`src/rtl/pmu_bank_pkg.sv`:
```
package pmu_bank_pkg;

    localparam int unsigned ADDR_W = 7;
    localparam int unsigned WORD_W = 32;

    localparam logic [ADDR_W-1:0] A_CTRL     = 7'h00;
    localparam logic [ADDR_W-1:0] A_CEN_SET  = 7'h01;
    localparam logic [ADDR_W-1:0] A_CEN_CLR  = 7'h02;
    localparam logic [ADDR_W-1:0] A_IEN_SET  = 7'h03;
    localparam logic [ADDR_W-1:0] A_IEN_CLR  = 7'h04;
    localparam logic [ADDR_W-1:0] A_OVF      = 7'h05;
    localparam logic [ADDR_W-1:0] A_SEL      = 7'h06;
    localparam logic [ADDR_W-1:0] A_SEL_TYPE = 7'h07;
    localparam logic [ADDR_W-1:0] A_SEL_VAL  = 7'h08;
    localparam logic [ADDR_W-1:0] A_CYC      = 7'h09;
    localparam logic [ADDR_W-1:0] A_TYPE_BASE = 7'h20;
    localparam logic [ADDR_W-1:0] A_VAL_BASE  = 7'h40;

    localparam int unsigned B_ENABLE  = 0;
    localparam int unsigned B_CLR_EVT = 1;
    localparam int unsigned B_CLR_CYC = 2;
    localparam int unsigned B_DIVIDE  = 3;
    localparam int unsigned B_EXPORT  = 4;
    localparam int unsigned B_REGION  = 5;
    localparam int unsigned CYC_BIT   = 31;

    typedef struct packed {
        logic        excl_l1;
        logic        excl_l0;
        logic [15:0] evt;
    } evt_type_t;

    typedef struct packed {
        logic              enable;
        logic              divide;
        logic              export_on;
        logic              region_off;
        logic [WORD_W-1:0] cnten;
        logic [WORD_W-1:0] irqen;
        logic [WORD_W-1:0] ovf;
        logic [4:0]        sel;
    } ctrl_state_t;

    function automatic logic [WORD_W-1:0] type_to_word(evt_type_t t);
        return {t.excl_l1, t.excl_l0, 14'b0, t.evt};
    endfunction

endpackage

```
`src/rtl/pmu_event_counter.sv`:
```
module pmu_event_counter
    import pmu_bank_pkg::*;
#(
    parameter int unsigned NUM_EVT = 32
) (
    input  logic               clk,
    input  logic               rst_n,
    input  logic               cnt_en_i,
    input  logic [NUM_EVT-1:0] evt_i,
    input  logic               priv_i,
    input  logic               clr_i,
    input  logic               type_wr_i,
    input  evt_type_t          type_wdata_i,
    input  logic               val_wr_i,
    input  logic [WORD_W-1:0]  val_wdata_i,
    output evt_type_t          type_o,
    output logic [WORD_W-1:0]  val_o,
    output logic               wrap_o
);

    typedef struct packed {
        evt_type_t         typ;
        logic [WORD_W-1:0] val;
    } ctr_state_t;

    ctr_state_t st_d, st_q;
    logic       hit;
    logic       blocked;
    logic       inc;

    always_comb begin
        hit = 1'b0;
        for (int e = 0; e < int'(NUM_EVT); e++) begin
            if (st_q.typ.evt == 16'(e)) hit = evt_i[e];
        end
        blocked = priv_i ? st_q.typ.excl_l1 : st_q.typ.excl_l0;
        inc     = cnt_en_i & hit & ~blocked;

        st_d = st_q;
        if (type_wr_i) st_d.typ = type_wdata_i;
        if (clr_i)          st_d.val = '0;
        else if (val_wr_i)  st_d.val = val_wdata_i;
        else if (inc)       st_d.val = st_q.val + 1'b1;

        wrap_o = inc & ~clr_i & ~val_wr_i & (&st_q.val);
    end

    always_ff @(posedge clk or negedge rst_n) begin
        if (!rst_n) st_q <= '0;
        else        st_q <= st_d;
    end

    assign type_o = st_q.typ;
    assign val_o  = st_q.val;

    // a value write overrides any increment in the same cycle
    a_r10_write_wins: assert property (@(posedge clk) disable iff (!rst_n)
        (val_wr_i && !clr_i) |=> (val_o == $past(val_wdata_i)));

    // without enable, write or clear the count holds
    a_r4_hold_idle: assert property (@(posedge clk) disable iff (!rst_n)
        (!cnt_en_i && !val_wr_i && !clr_i) |=> $stable(val_o));

    // clear leaves the counter at zero
    a_r2_clear_zero: assert property (@(posedge clk) disable iff (!rst_n)
        clr_i |=> (val_o == '0));

    // a reported wrap lands on zero
    a_r6_wrap_zero: assert property (@(posedge clk) disable iff (!rst_n)
        wrap_o |=> (val_o == '0));

endmodule

```
`src/rtl/pmu_cycle_counter.sv`:
```
module pmu_cycle_counter
    import pmu_bank_pkg::*;
#(
    parameter int unsigned DIV_LOG2 = 6
) (
    input  logic              clk,
    input  logic              rst_n,
    input  logic              run_i,
    input  logic              div_i,
    input  logic              clr_i,
    input  logic              wr_i,
    input  logic [WORD_W-1:0] wdata_i,
    output logic [WORD_W-1:0] val_o,
    output logic              wrap_o
);

    typedef struct packed {
        logic [DIV_LOG2-1:0] pre;
        logic [WORD_W-1:0]   val;
    } cyc_state_t;

    cyc_state_t st_d, st_q;
    logic       tick;

    always_comb begin
        tick = run_i & (~div_i | (&st_q.pre));
        st_d = st_q;
        if (clr_i)               st_d.pre = '0;
        else if (run_i && div_i) st_d.pre = st_q.pre + 1'b1;

        if (clr_i)      st_d.val = '0;
        else if (wr_i)  st_d.val = wdata_i;
        else if (tick)  st_d.val = st_q.val + 1'b1;

        wrap_o = tick & ~clr_i & ~wr_i & (&st_q.val);
    end

    always_ff @(posedge clk or negedge rst_n) begin
        if (!rst_n) st_q <= '0;
        else        st_q <= st_d;
    end

    assign val_o = st_q.val;

    // stopped cycle counter holds its value
    a_r11_hold_stopped: assert property (@(posedge clk) disable iff (!rst_n)
        (!run_i && !wr_i && !clr_i) |=> $stable(val_o));

    // divided mode never steps by more than one
    a_r11_single_step: assert property (@(posedge clk) disable iff (!rst_n)
        (run_i && div_i && !wr_i && !clr_i) |=>
        ((val_o == $past(val_o)) || (val_o == $past(val_o) + 1'b1)));

    // cycle clear leaves zero
    a_r2_cyc_clear: assert property (@(posedge clk) disable iff (!rst_n)
        clr_i |=> (val_o == '0));

endmodule

```
`src/rtl/pmu_ctrl_regs.sv`:
```
module pmu_ctrl_regs
    import pmu_bank_pkg::*;
#(
    parameter int unsigned NUM_CTR = 4
) (
    input  logic              clk,
    input  logic              rst_n,
    input  logic              wr_i,
    input  logic [ADDR_W-1:0] addr_i,
    input  logic [WORD_W-1:0] wdata_i,
    input  logic [WORD_W-1:0] wrap_i,
    output logic [WORD_W-1:0] ctrl_o,
    output logic              enable_o,
    output logic              divide_o,
    output logic [WORD_W-1:0] cnten_o,
    output logic [WORD_W-1:0] irqen_o,
    output logic [WORD_W-1:0] ovf_o,
    output logic [4:0]        sel_o,
    output logic              clr_evt_o,
    output logic              clr_cyc_o,
    output logic              irq_o
);

    localparam logic [WORD_W-1:0] IMPL_MASK =
        32'h8000_0000 | ((32'h1 << NUM_CTR) - 32'h1);

    ctrl_state_t st_d, st_q;
    logic        wr_ctrl;

    always_comb begin
        wr_ctrl = wr_i && (addr_i == A_CTRL);
        st_d = st_q;
        if (wr_ctrl) begin
            st_d.enable     = wdata_i[B_ENABLE];
            st_d.divide     = wdata_i[B_DIVIDE];
            st_d.export_on  = wdata_i[B_EXPORT];
            st_d.region_off = wdata_i[B_REGION];
        end
        if (wr_i && addr_i == A_CEN_SET) st_d.cnten = st_q.cnten | (wdata_i & IMPL_MASK);
        if (wr_i && addr_i == A_CEN_CLR) st_d.cnten = st_q.cnten & ~wdata_i;
        if (wr_i && addr_i == A_IEN_SET) st_d.irqen = st_q.irqen | (wdata_i & IMPL_MASK);
        if (wr_i && addr_i == A_IEN_CLR) st_d.irqen = st_q.irqen & ~wdata_i;
        if (wr_i && addr_i == A_OVF)     st_d.ovf   = st_q.ovf & ~wdata_i;
        st_d.ovf = st_d.ovf | (wrap_i & IMPL_MASK);
        if (wr_i && addr_i == A_SEL)     st_d.sel   = wdata_i[4:0];

        clr_evt_o = wr_ctrl & wdata_i[B_CLR_EVT];
        clr_cyc_o = wr_ctrl & wdata_i[B_CLR_CYC];
    end

    always_ff @(posedge clk or negedge rst_n) begin
        if (!rst_n) st_q <= '0;
        else        st_q <= st_d;
    end

    assign ctrl_o   = {16'h0, 5'(NUM_CTR), 4'h0, 1'b1, st_q.region_off,
                       st_q.export_on, st_q.divide, 2'b00, st_q.enable};
    assign enable_o = st_q.enable;
    assign divide_o = st_q.divide;
    assign cnten_o  = st_q.cnten;
    assign irqen_o  = st_q.irqen;
    assign ovf_o    = st_q.ovf;
    assign sel_o    = st_q.sel;
    assign irq_o    = |(st_q.ovf & st_q.irqen);

    // cleared enable bits are zero afterwards
    a_r3_clear_enables: assert property (@(posedge clk) disable iff (!rst_n)
        (wr_i && addr_i == A_CEN_CLR) |=> ((cnten_o & $past(wdata_i)) == '0));

    // set enable bits within the implemented set are one afterwards
    a_r3_set_enables: assert property (@(posedge clk) disable iff (!rst_n)
        (wr_i && addr_i == A_CEN_SET) |=>
        ((cnten_o & $past(wdata_i) & IMPL_MASK) == ($past(wdata_i) & IMPL_MASK)));

    // cleared interrupt enables are zero afterwards
    a_r7_clear_irqen: assert property (@(posedge clk) disable iff (!rst_n)
        (wr_i && addr_i == A_IEN_CLR) |=> ((irqen_o & $past(wdata_i)) == '0));

    // a wrap always leaves its flag set, even against a clear
    a_r6_wrap_sticky: assert property (@(posedge clk) disable iff (!rst_n)
        (|(wrap_i & IMPL_MASK)) |=>
        ((ovf_o & $past(wrap_i & IMPL_MASK)) == $past(wrap_i & IMPL_MASK)));

endmodule

```
`src/rtl/perf_counter_bank.sv`:
```
module perf_counter_bank
    import pmu_bank_pkg::*;
#(
    parameter int unsigned NUM_CTR  = 4,
    parameter int unsigned NUM_EVT  = 32,
    parameter int unsigned DIV_LOG2 = 6
) (
    input  logic               clk,
    input  logic               rst_n,
    input  logic               reg_wr,
    input  logic [6:0]         reg_addr,
    input  logic [31:0]        reg_wdata,
    output logic [31:0]        reg_rdata,
    input  logic [NUM_EVT-1:0] evt_pulse,
    input  logic               priv_lvl,
    output logic               irq
);

    logic [WORD_W-1:0] ctrl_word, cnten, irqen, ovf, cyc_val, wrap_vec;
    logic              enable, divide, clr_evt, clr_cyc, cyc_wrap;
    logic [4:0]        sel;
    logic [NUM_CTR-1:0] ctr_wrap;
    evt_type_t         ctr_type [NUM_CTR];
    logic [WORD_W-1:0] ctr_val  [NUM_CTR];
    evt_type_t         type_wdata;

    assign type_wdata = '{excl_l1: reg_wdata[31], excl_l0: reg_wdata[30],
                          evt: reg_wdata[15:0]};

    pmu_ctrl_regs #(.NUM_CTR(NUM_CTR)) u_ctrl (
        .clk(clk), .rst_n(rst_n), .wr_i(reg_wr), .addr_i(reg_addr),
        .wdata_i(reg_wdata), .wrap_i(wrap_vec), .ctrl_o(ctrl_word),
        .enable_o(enable), .divide_o(divide), .cnten_o(cnten),
        .irqen_o(irqen), .ovf_o(ovf), .sel_o(sel), .clr_evt_o(clr_evt),
        .clr_cyc_o(clr_cyc), .irq_o(irq)
    );

    for (genvar k = 0; k < int'(NUM_CTR); k++) begin : g_ctr
        logic win_hit;
        logic type_wr;
        logic val_wr;
        assign win_hit = (sel == 5'(k));
        assign type_wr = reg_wr && ((reg_addr == A_TYPE_BASE + 7'(k)) ||
                                    (reg_addr == A_SEL_TYPE && win_hit));
        assign val_wr  = reg_wr && ((reg_addr == A_VAL_BASE + 7'(k)) ||
                                    (reg_addr == A_SEL_VAL && win_hit));

        pmu_event_counter #(.NUM_EVT(NUM_EVT)) u_ctr (
            .clk(clk), .rst_n(rst_n), .cnt_en_i(enable & cnten[k]),
            .evt_i(evt_pulse), .priv_i(priv_lvl), .clr_i(clr_evt),
            .type_wr_i(type_wr), .type_wdata_i(type_wdata),
            .val_wr_i(val_wr), .val_wdata_i(reg_wdata),
            .type_o(ctr_type[k]), .val_o(ctr_val[k]), .wrap_o(ctr_wrap[k])
        );
    end

    pmu_cycle_counter #(.DIV_LOG2(DIV_LOG2)) u_cyc (
        .clk(clk), .rst_n(rst_n), .run_i(enable & cnten[CYC_BIT]),
        .div_i(divide), .clr_i(clr_cyc),
        .wr_i(reg_wr && reg_addr == A_CYC), .wdata_i(reg_wdata),
        .val_o(cyc_val), .wrap_o(cyc_wrap)
    );

    always_comb begin
        wrap_vec = '0;
        for (int k = 0; k < int'(NUM_CTR); k++) wrap_vec[k] = ctr_wrap[k];
        wrap_vec[CYC_BIT] = cyc_wrap;
    end

    always_comb begin
        case (reg_addr)
            A_CTRL:               reg_rdata = ctrl_word;
            A_CEN_SET, A_CEN_CLR: reg_rdata = cnten;
            A_IEN_SET, A_IEN_CLR: reg_rdata = irqen;
            A_OVF:                reg_rdata = ovf;
            A_SEL:                reg_rdata = {27'b0, sel};
            A_CYC:                reg_rdata = cyc_val;
            default:              reg_rdata = '0;
        endcase
        for (int k = 0; k < int'(NUM_CTR); k++) begin
            if (reg_addr == A_TYPE_BASE + 7'(k)) reg_rdata = type_to_word(ctr_type[k]);
            if (reg_addr == A_VAL_BASE + 7'(k))  reg_rdata = ctr_val[k];
            if (sel == 5'(k) && reg_addr == A_SEL_TYPE) reg_rdata = type_to_word(ctr_type[k]);
            if (sel == 5'(k) && reg_addr == A_SEL_VAL)  reg_rdata = ctr_val[k];
        end
    end

    // interrupt stays low while no counter has overflowed
    a_r7_irq_needs_ovf: assert property (@(posedge clk) disable iff (!rst_n)
        (ovf == '0) |-> !irq);

endmodule

```
`config.mk`:
```
export PLATFORM = sky130hd
export DESIGN_NAME = perf_counter_bank
export DESIGN_NICKNAME = d
export VERILOG_FILES = /design/src/rtl/pmu_bank_pkg.sv /design/src/rtl/pmu_event_counter.sv /design/src/rtl/pmu_cycle_counter.sv /design/src/rtl/pmu_ctrl_regs.sv /design/src/rtl/perf_counter_bank.sv
export SDC_FILE = /design/constraint.sdc
export NUM_CORES = 1
export LEC_CHECK = 0
export BUFFER_PORTS_ARGS = -buffer_cell sky130_fd_sc_hd__buf_2
export CORE_MARGIN = 4
export CORE_UTILIZATION = 54
export CTS_CLUSTER_DIAMETER = 150
export DETAILED_ROUTE_END_ITERATION = 6
export GPL_TIMING_DRIVEN = 0
export PLACE_DENSITY = 0.71
export SETUP_SLACK_MARGIN = 0.05
export SLEW_MARGIN = 10
export SYNTH_ARGS = -nofsm -noshare
export SYNTH_HDL_FRONTEND = slang
export SYNTH_HIERARCHICAL = 1
export SYNTH_SLANG_ARGS = --single-unit
```
`constraint.sdc`:
```
create_clock -name clk -period 9.42 [get_ports clk]
set_clock_uncertainty 0.05 [all_clocks]
set_input_delay 0.471 -clock clk [delete_from_list [all_inputs] [get_ports clk]]
set_output_delay 0.471 -clock clk [all_outputs]
set_load 0.01 [all_outputs]
```
==> impl_metrics.toml, run 1 <==
[critical_path]
end_kind = "flip-flop"
rr_worst_depth = 11
crit-reg2reg-launch = "u_ctrl/sel_o[3]"
startpoint_type = "flip-flop"
criticalPathCategory = "reg2reg"
worstPathRequired_ns = 9.82
reg2reg_slack_ns = 4.29
cp_max_fo = 10
r2r_end = "g_ctr[2].u_ctr/val_o[10]"
cp.arrival_ns = 5.52

[layout]
nFillCells = 3984
drive_above_1_share = 0.178
nets = 2994
final_cells = 3538
register_area_sq_um = 8580
synthToLayoutAreaGrowth_pct = 11.1
multi_input_area_sq_um = 14700
diodes = 0

[timing]
setup_tns_ns = 0
slew_headroom = 0.118
drv_slew = 0
worst_slew_pin_slew_ns = 1.29
rsz0062_at_grt = "no"
timing.final.crit_share = 0.544
timing_hold_violations_final = 0
fmax_mhz = 195
report.final.setup_viol = 0
period_minus_slack_ns = 5.13

[routing]
drc_errors = 0
drt_iter0_drc = 3652
drtAntennaViolNets = 0
vias_per_cell = 7.31
firstDrtPassIters = 6
routedWlPerCell_microns = 29.7
dr_total_vias = 25900
wl_mm = 105

[global_routing]
grt_pass1_vias = 23900
grt_max_degree = 103
track_usage = 0.403
grt_pass1_wl_mm = 154
overflow = 0
antenna_found_initial = 4

[placement]
dp_hpwl_mm = 77.4
port_buffers = 107
gp_congestion = 1.02
place_inst = 3470

[cts]
post_cts_buffers = 0
clkLatencyLatePin_ns = 0.58
cts-root-buf = "clkbuf_16"
cts.sinks = 343
clockBufferDepth = 3
cts_buffers = 40
cts_resized = 0
hold_buffers = 1
cts_tree = "yes"
cts_max_level = 2
path_clk_slew_ns = 0.06

[synthesis]
synthCells = 2734
syn_avg_cell_area_sq_um = 9.15
yosys_warnings = 6
syn-cell-area_sq_um = 25000

[min_path]
hold_start = "reg_wdata[19]"
worstHoldPathType = "in2reg"
min_to = "u_ctrl/cnten_o[19]"
hold-path-cell-count = 2

[job]
cap_violations = 0

[floorplan]
num_rows = 78
io_pins = 108
fp.dieW_microns = 223
core_region_area_sq_um = 45600
start_util = 0.549
die_area_sq_um = 49800
die_height_microns = 223

[pwr]
power.density_nw_per_um2 = 150
cellLeakagePower_nw = 11.3
ir_worst_vdd_v = 0.000168

[run_status]
status = "finished, final reports clean"
critical path: stages (launching register included):
cell      delay [ns]
dfrtp_1         0.45
nor4b_1         0.79
nand4_1         0.41
o21ai_1         0.64
clkbuf_1        0.55
and2_1          0.21
clkbuf_1        0.27
or2_2           0.17
clkbuf_1        0.41
clkbuf_1        0.52
nor4_1          0.11
or3_1           0.38
how the worst max path moves through the flow:
stage / start / end / slack [ns]
floorplan: u_ctrl/sel_o[3] / g_ctr[3].u_ctr/val_o[17] / 5.96
global placement: rst_n / u_ctrl/cnten_o[16] / 0.91
detailed placement: reg_addr[5] / g_ctr[1].u_ctr/val_o[17] / 4.31
CTS: u_ctrl/sel_o[3] / g_ctr[2].u_ctr/val_o[23] / 4.58
global route: u_ctrl/sel_o[2] / g_ctr[2].u_ctr/val_o[23] / 4.14
finish: u_ctrl/sel_o[3] / g_ctr[2].u_ctr/val_o[10] / 4.29
cell type report:
class                           instances  share of cell area
Sequential cell                       343               0.309
Multi-Input combinational cell       2092               0.530
Buffer                                267              0.0569
Timing Repair Buffer                  111              0.0230
Clock inverter                          8             0.00311
Tap cell                              600              0.0270
Clock buffer                           59              0.0433
Inverter                               58             0.00783
power by group:
part           leakage [nW]  switching [W]  internal (W)
sequential             4.13       0.000169       0.00157
clock                 0.636       0.000667      0.000910
combinational          6.56       0.000507      0.000336
registers in the layout (all words and copies together) (netlist names), 2 cells and up, named ones only:
signal              cells
g_ctr.u_ctr/val_o     128
g_ctr.u_ctr/type_o     72
u_ctrl/ovf_o           32
u_cyc/val_o            32
u_ctrl/cnten_o         27
u_ctrl/irqen_o         27
u_cyc/st_q              6
u_ctrl/sel_o            5
u_ctrl/ctrl_o           2
routing by layer:
layer,vias to the layer above,GRT usage,part of all wire
li1,11000,-,-
met1,12700,0.550,0.39
met2,1857,0.605,0.43
met3,324,0.0959,0.12
met4,4,0.197,0.060
met5,-,0,0.00026
layout by cell type, fill, tap and decap left out, types with 29 or more instances in the layout:
master / count
nor2b_1: 36
a32oi_1: 76
inv_1: 52
clkbuf_1: 109
a211oi_1: 31
mux2i_1: 49
nor2_1: 179
or4_1: 67
clkbuf_16: 41
buf_4: 80
nand3_1: 207
nand2_1: 176
a21oi_1: 76
buf_2: 152
nor3_1: 50
nor4_1: 68
a21boi_0: 77
and3_1: 60
nor3b_1: 37
nand4_1: 62
dfrtp_1: 343
o21ai_0: 49
or3_1: 29
a22oi_1: 103
mux2_2: 75
stage by stage:
step	instance area (sq um)	util	setup slack (ns)	total power, W	hold slack, ns
global route	27800	0.610	4.14	0.00429	0.266
global placement	26400	0.579	0.911	0.00254	0.443
floorplan	25100	-	5.96	0.00225	0.125
detailed placement	26500	0.581	4.31	0.00257	0.407
CTS	27800	0.610	4.58	0.00414	0.236
finish	27800	0.610	4.29	0.00416	0.269
No activity file was read; power rests on OpenSTA's default activity.
==> run 2: changes to the inputs <==
- ABC_AREA: unset -> 1
- PLACE_DENSITY: 0.71 -> 0.74
- clock period: 9.42 -> 4.1 ns (I/O delays scaled with it)
==> run 2 against run 1 <==
Compared with the run above: sequential power is 140% higher; core utilization is 0.12 points higher; die area is 16% higher; sequential share of layout area is 4.3 points lower; critical endpoint is now g_ctr[2].u_ctr/val_o[28]; largest cell class unchanged; largest power group unchanged.
==> impl_metrics.toml, run 2 <==
[run_status]
status = "finished, final reports clean"

[routing]
drt_iter0_drc = 4090
drtAntennaViolNets = 0
vias_per_cell = 5.62
dr_total_vias = 31800
wl_mm = 107
routedWlPerCell_microns = 18.9
drc_errors = 0
firstDrtPassIters = 6

[job]
cap_violations = 0

[global_routing]
grtUsageMet3 = 0.0476
antenna_found_initial = 1
grt_busiest_layer = "met2"
track_usage = 0.364
grt_max_degree = 86
grt_pass1_wl_mm = 164
grt_use_met1 = 0.521
grt_pass1_vias = 28300
overflow = 0
use_met2 = 0.558

[placement]
dp_hpwl_mm = 79.9
dp_slack_ns = 0.123
gp_congestion = 1.04
place_inst = 5572
port_buffers = 107

[cts]
post_cts_buffers = 0
clkLatencyLatePin_ns = 0.59
cts_buffers = 42
cts_tree = "yes"
cts_max_level = 2
cts-root-buf = "clkbuf_16"
clockBufferDepth = 3
cts.sinks = 343
path_clk_slew_ns = 0.06

[floorplan]
io_pins = 108
core_region_area_sq_um = 52900
num_rows = 84
die_area_sq_um = 57500
die_height_microns = 240
fp.dieW_microns = 240
start_util = 0.549

[layout]
most-common-layout-cells = "nand2_1 (1,488), inv_1 (619), nor2_1 (569)"
largest_reg_flops = 128
synthToLayoutAreaGrowth_pct = 11.2
final_cells = 5663
nFillCells = 5333
diodes = 0
nets = 5024
drive_above_1_share = 0.107
final_common_cell = "nand2_1"

[timing]
report.final.setup_viol = 0
slew_headroom = 0.261
timing.final.crit_share = 0.934
timing_hold_violations_final = 0
worst_slew_pin_slew_ns = 1.11
setup_ws_ns = 0.272
hold_ws_ns = 0.0637
rsz0062_at_grt = "no"
drv_slew = 0
fmax_mhz = 261
period_minus_slack_ns = 3.83
setup_tns_ns = 0

[synthesis]
yosys_warnings = 6
syn_avg_cell_area_sq_um = 6.12
syn-cell-area_sq_um = 29000
synthCells = 4747

[pwr]
ir_worst_vdd_v = 0.000349
power.density_nw_per_um2 = 304
cellLeakagePower_nw = 17.0

[critical_path]
cp.arrival_ns = 4.25
end_kind = "flip-flop"
cp_max_fo = 10
startpoint = "u_ctrl/sel_o[2]"
worstPathRequired_ns = 4.52
startpoint_type = "flip-flop"
criticalPathCategory = "reg2reg"
crit-reg2reg-launch = "u_ctrl/sel_o[2]"

[min_path]
worstHoldPathType = "in2reg"
hold_start = "reg_wr"
-- run 2: layer usage --
layer / vias up / part of all wire / wire, microns
met1: 14600 / 0.42 / 44900
li1: 15300 / - / -
met5: - / 0.00016 / 17
met2: 1651 / 0.43 / 45900
met3: 308 / 0.097 / 10400
met4: 2 / 0.053 / 5630
-- run 2: worst paths after layout --
check                                            to  slack (ns)  cells past startpoint
max                        g_ctr[2].u_ctr/val_o[28]        0.27                     16
max in group asynchronous  g_ctr[2].u_ctr/type_o[0]        2.74                      4
min reg2reg                       u_ctrl/cnten_o[5]        0.44                      1
min                                       flip-flop        0.06                      6
min in group asynchronous           u_cyc/val_o[26]        0.08                      2
max reg2reg                g_ctr[2].u_ctr/val_o[28]        0.27                     16
-- run 2: stage by stage --
stage	util	instance area, sq um	power, W
after global placement	0.578	30500	0.00575
final	0.611	32300	0.00981
after global routing	0.611	32300	0.0102
after detailed placement	0.580	30700	0.00579
after CTS	0.611	32300	0.00979
after floorplan	-	29100	0.00509
-- run 2: final cells by class --
| cell class | instances | area, sq um | share of cell area |
|---|---|---|---|
| Clock buffer | 61 | 1250 | 0.0388 |
| Sequential cell | 343 | 8580 | 0.266 |
| Timing Repair Buffer | 126 | 806 | 0.0250 |
| Buffer | 240 | 1430 | 0.0443 |
| Tap cell | 688 | 861 | 0.0267 |
| Clock inverter | 15 | 213 | 0.00659 |
| Multi-Input combinational cell | 3535 | 16700 | 0.517 |
| Inverter | 655 | 2470 | 0.0764 |
-- run 2: where the power goes --
part	internal (W)	switching, W
clock	0.00238	0.00162
combinational	0.000604	0.00104
sequential	0.00370	0.000458
-- run 2: repair_timing --
item                                    in CTS  in global routing
endpoints found under the setup margin       1                 13
endpoints found under the hold margin      204                  0
hold buffers                                15                  0
gates resized for setup                      1                  5
-- run 2: critical path: stages, from the launching register on --
cell and delay (ns):
dfrtp_1 0.40, inv_1 0.06, nand2_1 0.17, nor3_1 0.58
nand2_1 0.22, clkbuf_1 0.25, clkbuf_2 0.28, a21oi_1 0.28
clkbuf_1 0.39, inv_2 0.19, clkbuf_1 0.33, nor2_1 0.17
nor2_1 0.05, o21ai_0 0.11, inv_1 0.07, nand2_1 0.07
nand2_1 0.05
